[config.mk]
export PLATFORM = sky130hd
export DESIGN_NAME = evt_timer_chan
export DESIGN_NICKNAME = d
export VERILOG_FILES = /design/src/rtl/evt_timer_pkg.sv /design/src/rtl/evt_tick_counter.sv /design/src/rtl/evt_irq_unit.sv /design/src/rtl/evt_bus_regs.sv /design/src/rtl/evt_timer_chan.sv
export SDC_FILE = /design/constraint.sdc
export NUM_CORES = 1
export LEC_CHECK = 0
export CORE_MARGIN = 2
export CORE_UTILIZATION = 35
export DETAILED_ROUTE_END_ITERATION = 8
export DONT_BUFFER_PORTS = 1
export SLEW_MARGIN = 20
export SYNTH_ARGS = -nofsm -noshare
export SYNTH_HDL_FRONTEND = slang
export SYNTH_SLANG_ARGS = --single-unit
[constraint.sdc]
create_clock -name clk -period 3.56 [get_ports clk]
set_input_delay 0.178 -clock clk [delete_from_list [all_inputs] [get_ports clk]]
set_output_delay 0.178 -clock clk [all_outputs]
set_load 0.005 [all_outputs]
[src/rtl/evt_timer_pkg.sv]
package evt_timer_pkg;

    localparam int unsigned SLOW_CLK_HZ = 32768;
    localparam int REG_ADDR_W = 3;

    typedef enum logic [REG_ADDR_W-1:0] {
        RS_CMD      = 3'd0,
        RS_CFG      = 3'd1,
        RS_CMP      = 3'd2,
        RS_IRQ_SET  = 3'd3,
        RS_IRQ_CLR  = 3'd4,
        RS_IRQ_MASK = 3'd5,
        RS_STAT     = 3'd6,
        RS_COUNT    = 3'd7
    } reg_sel_e;

    typedef struct packed {
        logic kick;
        logic off;
        logic on;
    } run_cmd_t;

    // Nearest-integer number of slow ticks for one period at rate hz.
    function automatic int unsigned ticks_for_rate(input int unsigned hz);
        return (SLOW_CLK_HZ + hz / 2) / hz;
    endfunction

    function automatic run_cmd_t decode_cmd(input logic [2:0] bits);
        run_cmd_t c;
        c.on   = bits[0];
        c.off  = bits[1];
        c.kick = bits[2];
        return c;
    endfunction

endpackage

[src/rtl/evt_tick_counter.sv]
module evt_tick_counter
    import evt_timer_pkg::*;
#(
    parameter int CNT_W = 16
) (
    input  logic             clk,
    input  logic             rst,
    input  logic             slow_tick,
    input  logic             cmd_valid,
    input  run_cmd_t         cmd,
    input  logic             single,
    input  logic [CNT_W-1:0] cmp,
    output logic [CNT_W-1:0] count,
    output logic             clk_en,
    output logic             halted,
    output logic             hit
);

    logic [CNT_W-1:0] cmp_eff;
    logic [CNT_W:0]   cnt_next;
    logic             running;

    always_comb begin
        cmp_eff  = (cmp == '0) ? CNT_W'(1) : cmp;
        cnt_next = {1'b0, count} + (CNT_W+1)'(1);
        running  = clk_en && !halted;
        hit      = slow_tick && running && !cmd_valid &&
                   (cnt_next >= {1'b0, cmp_eff});
    end

    always_ff @(posedge clk) begin
        if (rst) begin
            count  <= '0;
            clk_en <= 1'b0;
            halted <= 1'b0;
        end else if (cmd_valid) begin
            if (cmd.off)
                clk_en <= 1'b0;
            else if (cmd.on)
                clk_en <= 1'b1;
            if (cmd.kick) begin
                count  <= '0;
                halted <= 1'b0;
            end
        end else if (slow_tick && running) begin
            if (hit) begin
                count <= '0;
                if (single)
                    halted <= 1'b1;
            end else begin
                count <= cnt_next[CNT_W-1:0];
            end
        end
    end

endmodule

[src/rtl/evt_irq_unit.sv]
module evt_irq_unit #(
    parameter int IRQ_W = 8
) (
    input  logic             clk,
    input  logic             rst,
    input  logic [IRQ_W-1:0] src_evt,
    input  logic [IRQ_W-1:0] mask_set,
    input  logic [IRQ_W-1:0] mask_clr,
    input  logic             stat_rd,
    output logic [IRQ_W-1:0] flags,
    output logic [IRQ_W-1:0] mask,
    output logic             irq
);

    for (genvar g = 0; g < IRQ_W; g++) begin : g_src
        logic flag_q;
        logic mask_q;

        always_ff @(posedge clk) begin
            if (rst)
                flag_q <= 1'b0;
            else if (src_evt[g])
                flag_q <= 1'b1;
            else if (stat_rd)
                flag_q <= 1'b0;
        end

        always_ff @(posedge clk) begin
            if (rst)
                mask_q <= 1'b0;
            else if (mask_set[g])
                mask_q <= 1'b1;
            else if (mask_clr[g])
                mask_q <= 1'b0;
        end

        assign flags[g] = flag_q;
        assign mask[g]  = mask_q;
    end

    assign irq = (|(flags & mask)) && !stat_rd;

endmodule

[src/rtl/evt_bus_regs.sv]
module evt_bus_regs
    import evt_timer_pkg::*;
#(
    parameter int          CNT_W   = 16,
    parameter int          DATA_W  = 16,
    parameter int          IRQ_W   = 8,
    parameter int unsigned RST_CMP = 328
) (
    input  logic                  clk,
    input  logic                  rst,
    input  logic                  bus_wr,
    input  logic                  bus_rd,
    input  logic [REG_ADDR_W-1:0] bus_addr,
    input  logic [DATA_W-1:0]     bus_wdata,
    output logic [DATA_W-1:0]     bus_rdata,
    input  logic [CNT_W-1:0]      count,
    input  logic                  active,
    input  logic [IRQ_W-1:0]      flags,
    input  logic [IRQ_W-1:0]      mask,
    output logic                  cmd_valid,
    output run_cmd_t              cmd,
    output logic                  single,
    output logic [CNT_W-1:0]      cmp,
    output logic [IRQ_W-1:0]      mask_set,
    output logic [IRQ_W-1:0]      mask_clr,
    output logic                  stat_rd
);

    localparam int ACT_POS = IRQ_W;

    reg_sel_e sel;

    always_comb begin
        sel       = reg_sel_e'(bus_addr);
        cmd_valid = bus_wr && (sel == RS_CMD);
        cmd       = decode_cmd(bus_wdata[2:0]);
        mask_set  = (bus_wr && sel == RS_IRQ_SET) ? bus_wdata[IRQ_W-1:0] : '0;
        mask_clr  = (bus_wr && sel == RS_IRQ_CLR) ? bus_wdata[IRQ_W-1:0] : '0;
        stat_rd   = bus_rd && (sel == RS_STAT);
    end

    always_comb begin
        bus_rdata = '0;
        if (bus_rd) begin
            case (sel)
                RS_CFG:      bus_rdata[0] = single;
                RS_CMP:      bus_rdata[CNT_W-1:0] = cmp;
                RS_IRQ_MASK: bus_rdata[IRQ_W-1:0] = mask;
                RS_STAT: begin
                    bus_rdata[IRQ_W-1:0] = flags;
                    bus_rdata[ACT_POS]   = active;
                end
                RS_COUNT:    bus_rdata[CNT_W-1:0] = count;
                default:     bus_rdata = '0;
            endcase
        end
    end

    always_ff @(posedge clk) begin
        if (rst) begin
            single <= 1'b0;
            cmp    <= CNT_W'(RST_CMP);
        end else if (bus_wr) begin
            if (sel == RS_CFG)
                single <= bus_wdata[0];
            if (sel == RS_CMP)
                cmp <= bus_wdata[CNT_W-1:0];
        end
    end

endmodule

[src/rtl/evt_timer_chan.sv]
module evt_timer_chan
    import evt_timer_pkg::*;
#(
    parameter int          CNT_W   = 16,
    parameter int          DATA_W  = 16,
    parameter int          IRQ_W   = 8,
    parameter int unsigned TICK_HZ = 100
) (
    input  logic                  clk,
    input  logic                  rst,
    input  logic                  slow_tick,
    input  logic                  bus_wr,
    input  logic                  bus_rd,
    input  logic [REG_ADDR_W-1:0] bus_addr,
    input  logic [DATA_W-1:0]     bus_wdata,
    output logic [DATA_W-1:0]     bus_rdata,
    output logic                  irq
);

    localparam int unsigned RST_CMP = ticks_for_rate(TICK_HZ);

    logic [CNT_W-1:0] count;
    logic [CNT_W-1:0] cmp;
    logic             clk_en;
    logic             halted;
    logic             hit;
    logic             active;
    logic             single;
    logic             cmd_valid;
    run_cmd_t         cmd;
    logic [IRQ_W-1:0] flags;
    logic [IRQ_W-1:0] mask;
    logic [IRQ_W-1:0] mask_set;
    logic [IRQ_W-1:0] mask_clr;
    logic [IRQ_W-1:0] src_evt;
    logic             stat_rd;

    assign active  = clk_en && !halted;
    assign src_evt = {{(IRQ_W-1){1'b0}}, hit};

    evt_bus_regs #(
        .CNT_W(CNT_W), .DATA_W(DATA_W), .IRQ_W(IRQ_W), .RST_CMP(RST_CMP)
    ) u_regs (
        .clk(clk), .rst(rst),
        .bus_wr(bus_wr), .bus_rd(bus_rd), .bus_addr(bus_addr),
        .bus_wdata(bus_wdata), .bus_rdata(bus_rdata),
        .count(count), .active(active), .flags(flags), .mask(mask),
        .cmd_valid(cmd_valid), .cmd(cmd), .single(single), .cmp(cmp),
        .mask_set(mask_set), .mask_clr(mask_clr), .stat_rd(stat_rd)
    );

    evt_tick_counter #(.CNT_W(CNT_W)) u_cnt (
        .clk(clk), .rst(rst), .slow_tick(slow_tick),
        .cmd_valid(cmd_valid), .cmd(cmd), .single(single), .cmp(cmp),
        .count(count), .clk_en(clk_en), .halted(halted), .hit(hit)
    );

    evt_irq_unit #(.IRQ_W(IRQ_W)) u_irq (
        .clk(clk), .rst(rst), .src_evt(src_evt),
        .mask_set(mask_set), .mask_clr(mask_clr), .stat_rd(stat_rd),
        .flags(flags), .mask(mask), .irq(irq)
    );

endmodule

==> Word level (Yosys, flattened, before mapping) <==
Index checks and enable logic that the tools add are counted.
{ "word_totals": {"latchBits": 0, "ramBits": 0, "register_bits": 44, "mem_count": 0, "input_bits": 24, "elab_cells": 95, "rom_bits": 0} }
{ "op_classes": {"div_mod_pow": 0, "n_mux": 37, "shifts": 0, "reduce_logical": 33, "n_addsub": 1, "n_eq_ne": 8, "n_lt_le_gt_ge": 1, "n_mul": 0, "n_bitwise": 1} }
{ "op_table": {"columns": ["operator", "n"], "rows": [
  ["2-to-1 mux 16 bit", 6],
  ["nonzero test 2 bit", 13],
  ["2-to-1 mux 1 bit", 25],
  ["one-hot mux 7 bit (3 select lines)", 1],
  ["adder 16 x 1 -> 17 bit, second input constant", 1],
  [">= comparator 17 x 16 -> 1 bit", 1],
  ["logical NOT 16 bit", 1],
  ["2-to-1 mux 8 bit", 2],
  ["one-hot mux 7 bit (2 select lines)", 1],
  ["equality test 3 bit, second input constant", 4],
  ["logical AND 1 bit", 9],
  ["AND 1 x 8 -> 8 bit", 1],
  ["AND reduction 2 bit", 4],
  ["OR reduction 8 bit", 1],
  ["equality test 3 x 2 -> 1 bit, second input constant", 2],
  ["one-hot mux 1 bit (5 select lines)", 1],
  ["AND reduction 4 bit", 1],
  ["equality test 3 x 1 -> 1 bit, second input constant", 1],
  ["logical NOT 1 bit", 3],
  ["logical NOT 3 bit", 1],
  ["one-hot mux 1 bit (3 select lines)", 1],
  ["inequality test 2 bit, second input constant", 1]
]} }

==> Longest topological paths before layout <==
Gate-level depths: netlist of run 1.
{ "logic_depth": {"depth_word": 8, "mapped_depth": 15, "ltp_nobuf": 13} }

==> Hierarchy <==
A second synthesis of run 1 with hierarchy kept.
{ "hier_totals": {"cells_unflattened": 460, "area_unflattened_um2": 3693.5} }
{ "by_module_without_submodules": {"columns": ["mod", "n_inst", "area_per_inst_um2", "cells_per_inst"], "rows": [
  ["evt_tick_counter", 1, 1570.3, 202],
  ["evt_bus_regs", 1, 1317.5, 169],
  ["evt_irq_unit", 1, 788.3, 87],
  ["evt_timer_chan", 1, 17.5, 2]
]} }

==> Least setup slack after synthesis of run 1 <==
OpenSTA, ideal clock, no wires.
{ "synth_path": {"kind": "flip-flop to flip-flop", "from": "register u_cnt.count[0]", "to": "register u_cnt.count[6]", "setup_ns": 0.070, "path_stages_with_launch": 16, "slack_ns": 0.583, "arrival_time_ns": 2.907, "synth_period_minus_slack_ns": 2.977, "cell_sequence": "dfxtp_1 ha_1 nand2_1 nor3_1 nand3_1 and2_1 or2_2 ha_1 a21oi_1 nor2_1 a2111oi_0 and4_1 buf_2 buf_6 o211ai_1 a21oi_1"} }
{ "synth_via": {"elab_chain_len": 6} }
{ "synth_lines": {"columns": ["item", "line_no", "source"], "rows": [
  ["from (decl)", "evt_tick_counter.sv:13", "output logic [CNT_W-1:0] count,"],
  ["from (signal assigned)", "evt_tick_counter.sv:51", "count <= cnt_next[CNT_W-1:0];"],
  ["adder 16 x 1 -> 17 bit *", "evt_tick_counter.sv:25", "cnt_next = {1'b0, count} + (CNT_W+1)'(1);"],
  [">= comparator 17 x 16 -> 1 bit", "evt_tick_counter.sv:28", "(cnt_next >= {1'b0, cmp_eff});"],
  ["logical AND 1 bit", "evt_tick_counter.sv:27", "hit = slow_tick && running && !cmd_valid &&"],
  ["2-to-1 mux 16 bit *", "evt_tick_counter.sv:46", "if (hit) begin"],
  ["2-to-1 mux 16 bit *", "evt_tick_counter.sv:45", "end else if (slow_tick && running) begin"],
  ["2-to-1 mux 16 bit *", "evt_tick_counter.sv:36", "end else if (cmd_valid) begin"]
]} }
Mark *: on every way between the ends. The rest lies on a longest branch, timed or not. The select of a mux whose other input is x is not followed.
A chain may end at the register's enable or synchronous reset.

==> Worst setup path in the final report of run 1 <==
{ "layout_path": {"from": "register u_cnt.count[0]", "to": "register u_cnt.halted"} }
{ "layout_via": {"elab_chain_len": 5} }
{ "layout_lines": {"columns": ["item", "line_no", "source"], "rows": [
  ["adder 16 x 1 -> 17 bit", "evt_tick_counter.sv:25", null],
  [">= comparator 17 x 16 -> 1 bit", "evt_tick_counter.sv:28", null],
  ["logical AND 1 bit", "evt_tick_counter.sv:27", null],
  ["nonzero test 2 bit (no line)", null, null],
  ["AND reduction 4 bit (no line)", null, null],
  ["to (signal assigned)", "evt_tick_counter.sv:35", "halted <= 1'b0;"],
  ["to (signal assigned)", "evt_tick_counter.sv:43", "halted <= 1'b0;"],
  ["to (signal assigned)", "evt_tick_counter.sv:49", "halted <= 1'b1;"],
  ["to (decl)", "evt_tick_counter.sv:15", "output logic halted,"]
]} }
Every way passes these cells.

==> results of run 1 <==
==> routing by layer <==
| metal | global-route usage, % | wire length, um | vias up |
|---|---|---|---|
| met3 | 3.352 | 433 | 18 |
| met2 | 31.44 | 3917 | 73 |
| met4 | 7.126 | 210 | 0 |
| li1 | - | - | 1380 |
| met5 | 0 | 0 | - |
| met1 | 23.41 | 3530 | 1310 |
==> cells in the mapped netlist (2+ instances only) <==
| cell | instances | area share (%) |
|---|---|---|
| nand2_1 | 75 | 9.7 |
| dfxtp_1 | 44 | 31 |
| a21oi_1 | 40 | 6.9 |
| nor2_1 | 32 | 4.2 |
| inv_1 | 19 | 2.5 |
| ha_1 | 17 | 7.4 |
| and2_1 | 16 | 3.5 |
| o211ai_1 | 16 | 4.2 |
| a22oi_1 | 15 | 3.9 |
| clkbuf_1 | 13 | 1.7 |
| or2_2 | 13 | 2.8 |
| o21ai_0 | 12 | 2.1 |
| nor2b_1 | 11 | 2.4 |
| nand3_1 | 10 | 1.7 |
| mux2i_1 | 9 | 3.1 |
| nor3_1 | 8 | 1.4 |
| nor4_1 | 7 | 1.5 |
| nand2b_1 | 4 | 0.87 |
| buf_2 | 3 | 0.52 |
| buf_6 | 3 | 1.2 |
| nand4_1 | 3 | 0.65 |
| nor3b_1 | 3 | 0.78 |
| and3_1 | 2 | 0.43 |
| nor3b_2 | 2 | 0.87 |
==> cells by family after synthesis <==
group           count (synthesis)  synth area share, %
compound gates                 92                19.63
xor+xnor                        1               0.3033
fa+ha+maj                      17                7.366
buf+inv                        39                5.979
flops                          44                30.50
mux                            10                3.510
simple gates                  190                32.71
==> worst max-delay path: stages (launching register included) <==
cell       delay, ps
dfxtp_1          430
ha_1             240
nand2_1          130
nor3_1           260
nand3_1          120
and2_1           170
or2_2            290
ha_1             320
a21oi_1          150
nor2_1            90
a2111oi_4        370
and4_4           360
nand2b_1         150
o21ai_0           80
==> registers in the layout, indices dropped and copies added, names as in the netlist <==
register,cells
u_irq.g_src.flag_q,1
u_irq.g_src.mask_q,8
u_cnt.clk_en,1
u_cnt.count,16
u_regs.single,1
u_regs.cmp,16
u_cnt.halted,1
==> per-stage QoR <==
stage / cells / power [mW] / instance area, um2 / hold slack (ps) / setup slack, ps
after floorplan: 393 / 0.5677 / 2888 / 274.6 / 582.7
after global placement: 489 / 0.5654 / 3000 / 251.5 / 99.60
after detailed placement: 489 / 0.5668 / 3000 / 253.3 / 37.30
after CTS: 503 / 0.9694 / 3182 / 0.2801 / 13.03
after global routing: 505 / 0.9963 / 3229 / 1.156 / -29.40
final: 505 / 0.9628 / 3229 / 1.288 / 291.8
==> layout make-up <==
class,count,area (um2),area share [%]
clock buffers,5,68.82,2.131
clock inverters,3,42.54,1.317
inverters,19,71.32,2.208
multi-input cells,312,1882,58.27
flip-flops and latches,44,880.8,27.28
well taps,105,131.4,4.068
repair buffers,17,152.6,4.727
==> what timing repair did <==
action | CTS | global route
hold buffers | 6 | 0
setup endpoints to repair | 0 | 18
hold endpoints to repair | 40 | 0
gates resized for setup | 0 | 7
==> power by group <==
part | switching, mW | total, mW | leakage, nW | internal, mW
sequential | 0.00660 | 0.505 | 0.356 | 0.499
clock | 0.185 | 0.393 | 0.0541 | 0.208
combinational | 0.0381 | 0.0645 | 0.817 | 0.0264
total | 0.230 | 0.963 | 1.23 | 0.733
==> worst min-delay path by stage <==
stage,from,to,slack (ps)
2_1_floorplan,bus_wdata[1],u_cnt.clk_en$_SDFFE_PP0P_,270
3_3_place_gp,rst,u_regs.cmp[5]$_SDFFE_PP0P_,250
3_5_place_dp,rst,u_regs.cmp[2]$_SDFFE_PP0P_,250
4_1_cts,bus_wdata[7],u_regs.cmp[7]$_SDFFE_PP0P_,0.3
5_1_grt,bus_wdata[5],u_regs.cmp[5]$_SDFFE_PP0P_,1
6_report,bus_wdata[13],u_regs.cmp[13]$_SDFFE_PP0P_,1
==> layout by cell type (no fill, tap or decap), types with 2 or more instances in the layout <==
master	Yosys	layout
nand2_1	75	75
dfxtp_1	44	44
a21oi_1	40	40
nor2_1	32	32
inv_1	19	19
ha_1	17	17
and2_1	16	16
o211ai_1	16	16
a22oi_1	15	15
or2_2	13	13
o21ai_0	12	12
nor2b_1	11	11
buf_4	0	11
nand3_1	10	10
mux2i_1	9	9
nor3_1	8	7
nor4_1	7	7
clkbuf_8	0	5
dlygate4sd3_1	0	5
nand2b_1	4	4
nand4_1	3	3
nor3b_1	3	3
and3_1	2	2
nor3b_2	2	2
and4_4	0	2
==> flow_summary.ini, run 1 <==
[status]
status = finished clean

[synth]
syn-num-nets = 434
synthArstFlopShare_pct = 0
synth_seq_cells = 44
synth_edf_count = 0
syn_inst = 393
syn_area_per_cell_um2 = 7.348
synth_ff_type = dfxtp_1
netlist_area_um2 = 2888
yosysSeqAreaShare_pct = 30.50
ys_types = 40
yosysWarnings = 0

[route]
vias = 2781
drc_errors = 0
avgRoutedWirePerCell_um = 16.02
drt_iter0_markers = 176
detail-route-antenna-nets = 0
first_pass_iters = 4
totalWireLength_mm = 8.091
viasPerCell = 5.507

[critical_path]
crit_end = u_cnt.halted$_SDFFE_PP0P_
critical_path_class = reg -> reg
required_ps = 3760
ff2ff_setup_slack_ps = 290
reg2regPathDepth = 13
timing.rr.end = u_cnt.halted$_SDFFE_PP0P_
reg2reg_from = u_cnt.count[0]$_SDFFE_PP0P_
crit_arrival_ps = 3470
end_kind = flop
startpoint_type = flop
worstPathMaxFanout = 6
startpoint = u_cnt.count[0]$_SDFFE_PP0P_

[power_and_ir_drop]
vdd_drop_max_mv = 0.1417
leakagePower_nw = 1.227
power.density_nw_per_um2 = 298.1

[final_layout]
drive_gt1_share_pct = 11.00
syn_to_final_growth_pct = 11.83
fillCellCount = 886
fin_util_pct = 39.90
fin_nets = 440
n_antenna_cell = 0

[timing]
setup_viol = 0
clock_skew_ps = 8.602
period_needed_ps = 3268
slew_headroom_pct = 43.88
setup_tns_ps = 0
slew_violations = 0
finalCritPeriodShare_pct = 91.80
fmax_mhz = 306.0
tightest_slew_ps = 841.8
hold_viol = 0

[global_routing]
grt_pass1_vias = 2673
grt_pass1_wl_mm = 13.17
gr-total-overflow = 0
antenna_found_initial = 0
grt_max_degree = 41
grt_usage_pct = 18.58

[cts]
cts_setup_buffers = 0
clkLatencyLatePin_ps = 310
cts_root_buf = clkbuf_8
ctsLongestPathBuffers = 2
clock-sinks = 44
cts_tree = done
numCtsBuffers = 5
path_clk_slew_ps = 90
h-tree-depth = 2

[floorplan]
ios = 41
core_area_um2 = 8093
chipWidth_um = 94.84
die_y_um = 94.84
start_util_pct = 35.68
row_count = 33
die-area_um2 = 8994

[place]
place_congestion = 0.8577
hpwl_mm = 5.727
port_buffers = 0

[hold_path]
whs_path_depth = 2
hp-class = in -> reg

[flow_run]
max_cap_viol_count = 0
Power figures use the tool's default switching activity.
==> run 2: changes to the inputs <==
--- a/config.mk
+++ b/config.mk
@@ -9,6 +9,7 @@
 export CORE_UTILIZATION = 35
 export DETAILED_ROUTE_END_ITERATION = 8
 export DONT_BUFFER_PORTS = 1
+export PLACE_DENSITY_LB_ADDON = 0.15
 export SLEW_MARGIN = 20
 export SYNTH_ARGS = -nofsm -noshare
 export SYNTH_HDL_FRONTEND = slang
==> run 2 against run 1 <==
  * First-iteration DRC count fell by 57%
  * Hold slack improved by 5.3 ps
  * Core utilization fell by 0.74 points
  * Critical path depth rose by 1
  * Clock power fell by 13%
==> flow_summary.ini, run 2 (synthesis gave the netlist of run 1 again) <==
[status]
status = finished clean

[power_and_ir_drop]
vdd_drop_max_mv = 0.1583
leakagePower_nw = 1.191
power.density_nw_per_um2 = 286.8

[timing]
hold_viol = 0
finalCritPeriodShare_pct = 93.01
period_needed_ps = 3311
tightest_slew_ps = 850.2
slew_violations = 0
clock_skew_ps = 12.42
slew_headroom_pct = 43.32
fmax_mhz = 302.0
setup_viol = 0
setup_ws_ps = 248.9

[cts]
ctsLongestPathBuffers = 2
numCtsBuffers = 5
path_clk_slew_ps = 90
h-tree-depth = 2
clkLatencyLatePin_ps = 300
clock-sinks = 44
cts_tree = done
cts_root_buf = clkbuf_8

[critical_path]
crit_chain = nand4_2 -> nor2_1 -> buf_4 -> nand3_1 -> and2_1 -> or2_2 -> ha_1 -> nand2_1 -> nor3_1 -> o21ai_0 -> and4_2 -> buf_4 -> nand2b_1 -> o21ai_0
crit_buf_inv = 2
startpoint_type = flop
critical_path_class = reg -> reg
crit_arrival_ps = 3550
end_kind = flop
cpLargestDelayFamily = simple AND/OR/NAND/NOR gates
slowest_delay_ps = 450
required_ps = 3800
worstPathMaxFanout = 8
worst_path_max_delay_cell = dfxtp_1

[final_layout]
final_cell_mix = 75 x nand2_1, 42 x dfxtp_1, 40 x a21oi_1
instances_no_fill = 502
final_common_cell = nand2_1
n_antenna_cell = 0
reg_top3 = u_cnt.count (16), u_regs.cmp (16), u_irq.g_src.mask_q (8)
drive_gt1_share_pct = 10.83
fin_nets = 437
syn_to_final_growth_pct = 9.749

[flow_run]
max_cap_viol_count = 0

[route]
drt_iter0_markers = 76
first_pass_iters = 4
routed-wl-met2_mm = 3.728
viasPerCell = 5.361
avgRoutedWirePerCell_um = 16.01
wl_met1_mm = 3.859
wl_met3_um = 360
totalWireLength_mm = 8.035
top_layer_used = met4
drc_errors = 0
vias = 2691
detail-route-antenna-nets = 0

[global_routing]
antenna_found_initial = 0
gr-total-overflow = 0
grt_pass1_wl_mm = 13.12
grt_max_degree = 41
grt_usage_pct = 18.58
grt_pass1_vias = 2479

[floorplan]
die-area_um2 = 8994
ios = 41
start_util_pct = 35.68
die_y_um = 94.84
core_area_um2 = 8093
row_count = 33
chipWidth_um = 94.84

[place]
place_congestion = 0.7876
port_buffers = 0
pre_cts_slack_ps = 103.4
dp.cells = 488
hpwl_mm = 5.933

[hold_path]
hp-class = in -> reg
[run 2: cell types whose count changed in the layout (fill, tap and decap cells not counted)]
cell           delta
a2111oi_4         -1
bufinv_16         -1
dfxtp_2           +2
clkbuf_8          +1
dlygate4sd3_1     -1
clkinv_2          -1
dfxtp_1           -2
and4_4            -2
nor4_2            +1
clkbuf_1          +1
nor4_1            -1
a2111oi_0         +1
[run 2: final timing paths]
kind | cells after the start | slack, ps | to | start
worst max-delay path | 14 | 250 | u_cnt.halted$_SDFFE_PP0P_ | u_cnt.count[6]$_SDFFE_PP0P_
worst min-delay path | 2 | 7 | u_regs.cmp[12]$_SDFFE_PP0P_ | bus_wdata[12]
worst max register to register | 14 | 250 | u_cnt.halted$_SDFFE_PP0P_ | u_cnt.count[6]$_SDFFE_PP0P_
worst min register to register | 2 | 460 | u_cnt.halted$_SDFFE_PP0P_ | u_cnt.halted$_SDFFE_PP0P_
[run 2: cell type report]
type / count / area [um2]
Clock inverter: 1 / 7.507
Timing Repair Buffer: 16 / 142.6
Sequential cell: 44 / 883.3
Inverter: 19 / 71.32
Multi-Input combinational cell: 310 / 1847
Clock buffer: 7 / 86.33
Fill cell: 890 / 4923
Tap cell: 105 / 131.4
[run 2: repair_timing]
item                                    CTS  global route
hold buffers                              5             0
gates resized for setup                   0             5
endpoints found under the hold margin    40             0
buffers inserted                          0             1
endpoints found under the setup margin    0            17
[run 2: where the power goes]
| group | total (mW) | leakage (nW) | switching [mW] | internal [mW] |
|---|---|---|---|---|
| Sequential | 0.505 | 0.357 | 0.00672 | 0.499 |
| Combinational | 0.0636 | 0.790 | 0.0383 | 0.0252 |
| Clock | 0.340 | 0.0445 | 0.182 | 0.158 |
[run 2: through the flow]
step	hold slack, ps	TNS, ps	util [%]	area [um2]	total power [mW]
6_report	6.570	0	39.16	3169	0.9090
5_1_grt	3.155	-12.74	39.16	3169	0.9459
4_1_cts	3.640	0	38.88	3147	0.9183
3_5_place_dp	253.2	0	36.98	2993	0.5679
3_3_place_gp	251.3	0	36.98	2993	0.5673
2_1_floorplan	274.6	0	-	2888	0.5677
[run 2: per-layer routing]
layer,GRT usage (%),vias to the layer above
met1,25.85,1261
met5,0,-
met2,29.55,47
met3,4.070,9
met4,3.865,0
li1,-,1374
==> run 3: changes to the inputs <==
--- a/config.mk
+++ b/config.mk
@@ -6,7 +6,7 @@
 export NUM_CORES = 1
 export LEC_CHECK = 0
 export CORE_MARGIN = 2
-export CORE_UTILIZATION = 35
+export CORE_UTILIZATION = 40
 export DETAILED_ROUTE_END_ITERATION = 8
 export DONT_BUFFER_PORTS = 1
 export PLACE_DENSITY_LB_ADDON = 0.15
==> run 3 against run 2 <==
  * Sequential share of layout area barely moved
  * Global-route usage up 2.0 points
  * Clock skew shrank 7.0 ps
  * Combinational power is 2% lower
  * Setup slack better by 93 ps
  * Power grew 5.1%
  * Clock power increased by 14%
  * Non-clock buffer count fell by 1
  * Count of clock-buffer cells in the layout is 1 lower
  * Core utilization rose by 7.0 points
  * Critical path depth down 1
  * Critical path type unchanged
  * Largest cell class unchanged
  * Highest routed layer unchanged
==> flow_summary.ini, run 3 (synthesis gave the netlist of run 1 again) <==
[global_routing]
grt_pass1_vias = 2591
gr-total-overflow = 0
grt_pass1_wl_mm = 12.85
grt_max_degree = 41
grt_usage_pct = 20.62
antenna_found_initial = 0

[hold_path]
min_to = u_regs.cmp[10]$_SDFFE_PP0P_
whs_path_depth = 2
hp-class = in -> reg
hold_path_startpoint = bus_wdata[10]

[final_layout]
final_common_cell = nand2_1
syn_to_final_growth_pct = 10.40
drive_gt1_share_pct = 11.87
n_antenna_cell = 0
reg_top3 = u_cnt.count (16), u_regs.cmp (16), u_irq.g_src.mask_q (8)
final_cell_mix = 75 x nand2_1, 40 x a21oi_1, 39 x dfxtp_1
fin_nets = 436

[floorplan]
die_y_um = 88.97
ios = 41
core_area_um2 = 6907
die-area_um2 = 7915
chipWidth_um = 88.97
row_count = 30
start_util_pct = 41.81

[critical_path]
crit_arrival_ps = 3440
crit_top_cell = nand4_1
crit_chain = nand4_1 -> nor2_1 -> nand4_1 -> and2_1 -> or2_2 -> ha_1 -> nand3_1 -> nor3_1 -> o311ai_1 -> and4_2 -> buf_4 -> nand2b_1 -> o21ai_0
end_kind = flop
reg2regPathDepth = 13
worst_path_max_delay_cell = dfxtp_1
critical_path_class = reg -> reg
reg2reg_from = u_cnt.count[10]$_SDFFE_PP0P_
worstPathMaxFanout = 7
required_ps = 3780
slowest_delay_ps = 470
ff2ff_setup_slack_ps = 340
timing.rr.end = u_cnt.halted$_SDFFE_PP0P_
startpoint_type = flop

[route]
avgRoutedWirePerCell_um = 15.77
top_layer_used = met4
vias = 2658
drc_errors = 0
first_pass_iters = 4
viasPerCell = 5.402
detail-route-antenna-nets = 0
routed-wl-met2_mm = 3.651
drt_iter0_markers = 131
wl_met1_mm = 3.709
totalWireLength_mm = 7.760
wl_met3_um = 291

[timing]
hold_viol = 0
setup_ws_ps = 342.4
setup_tns_ps = 0
setup_viol = 0
fmax_mhz = 310.8
slew_violations = 0
period_needed_ps = 3218
finalCritPeriodShare_pct = 90.38
clock_skew_ps = 5.375
slew_headroom_pct = 44.17
tightest_slew_ps = 835.7
rsz0062_at_grt = false
holdWs_ps = 4.026

[place]
pre_cts_slack_ps = 26.37
hpwl_mm = 5.689
place_congestion = 0.8463
port_buffers = 0

[status]
status = finished clean

[cts]
numCtsBuffers = 5
cts_tree = done
path_clk_slew_ps = 90
clock-sinks = 44
cts_root_buf = clkbuf_8
h-tree-depth = 2
clkLatencyLatePin_ps = 300
ctsLongestPathBuffers = 2

[power_and_ir_drop]
power.density_nw_per_um2 = 299.7
vdd_drop_max_mv = 0.1681
p_total_uw = 955.3
leakagePower_nw = 1.205

[flow_run]
max_cap_viol_count = 0
==> run 3: per-layer routing <==
layer  track usage, %  vias to the layer above
li1                 -                     1371
met1            28.47                     1234
met2            33.38                       43
met3            2.955                       10
met4            6.513                        0
met5                0                        -
==> run 3: worst max-delay path by stage <==
stage                            startpoint                      endpoint  slack (ps)
6_report       u_cnt.count[10]$_SDFFE_PP0P_     u_cnt.halted$_SDFFE_PP0P_         340
5_1_grt         u_cnt.count[0]$_SDFFE_PP0P_   u_cnt.count[6]$_SDFFE_PP0P_          30
4_1_cts         u_cnt.count[0]$_SDFFE_PP0P_  u_cnt.count[11]$_SDFFE_PP0P_           8
3_5_place_dp    u_cnt.count[0]$_SDFFE_PP0P_  u_cnt.count[11]$_SDFFE_PP0P_          30
3_3_place_gp    u_cnt.count[0]$_SDFFE_PP0P_  u_cnt.count[11]$_SDFFE_PP0P_         200
2_1_floorplan   u_cnt.count[0]$_SDFFE_PP0P_   u_cnt.count[6]$_SDFFE_PP0P_         580
==> run 3: through the flow <==
| step | utilization [%] | area (um2) | std cells |
|---|---|---|---|
| after floorplan | - | 2888 | 393 |
| after global placement | 43.06 | 2974 | 478 |
| after detailed placement | 43.06 | 2974 | 478 |
| after CTS | 45.34 | 3132 | 490 |
| after global routing | 46.16 | 3188 | 492 |
| final | 46.16 | 3188 | 492 |
==> run 3: cell type report <==
cell class                 count  area, um2
fill                         741       3719
clock buffer                   6      72.57
timing repair buffer          15      135.1
multi-input combinational    310       1867
tap                           96      120.1
clock inverter                 2      35.03
sequential                    44      887.1
inverter                      19      71.32
==> run 3: report_power, final <==
| part | leakage (nW) | internal, mW | switching (mW) |
|---|---|---|---|
| sequential | 0.358 | 0.499 | 0.00675 |
| clock | 0.0552 | 0.209 | 0.179 |
| combinational | 0.792 | 0.0256 | 0.0368 |
==> run 3: critical path, delay by kind of cell (launching register included) <==
kind | cells | cell delay (ps)
buffers and inverters | 1 | 150
DFF | 1 | 470
and+or+nand+nor | 9 | 1830
adders and majority gates | 1 | 320
AOI/OAI and AO/OA | 2 | 350
==> run 3: what timing repair did <==
| action | CTS | global route |
|---|---|---|
| endpoints found under the hold margin | 40 | 1 |
| resized for setup | 0 | 12 |
| hold buffers | 4 | 1 |
| setup buffers | 0 | 1 |
| setup endpoints to repair | 0 | 17 |
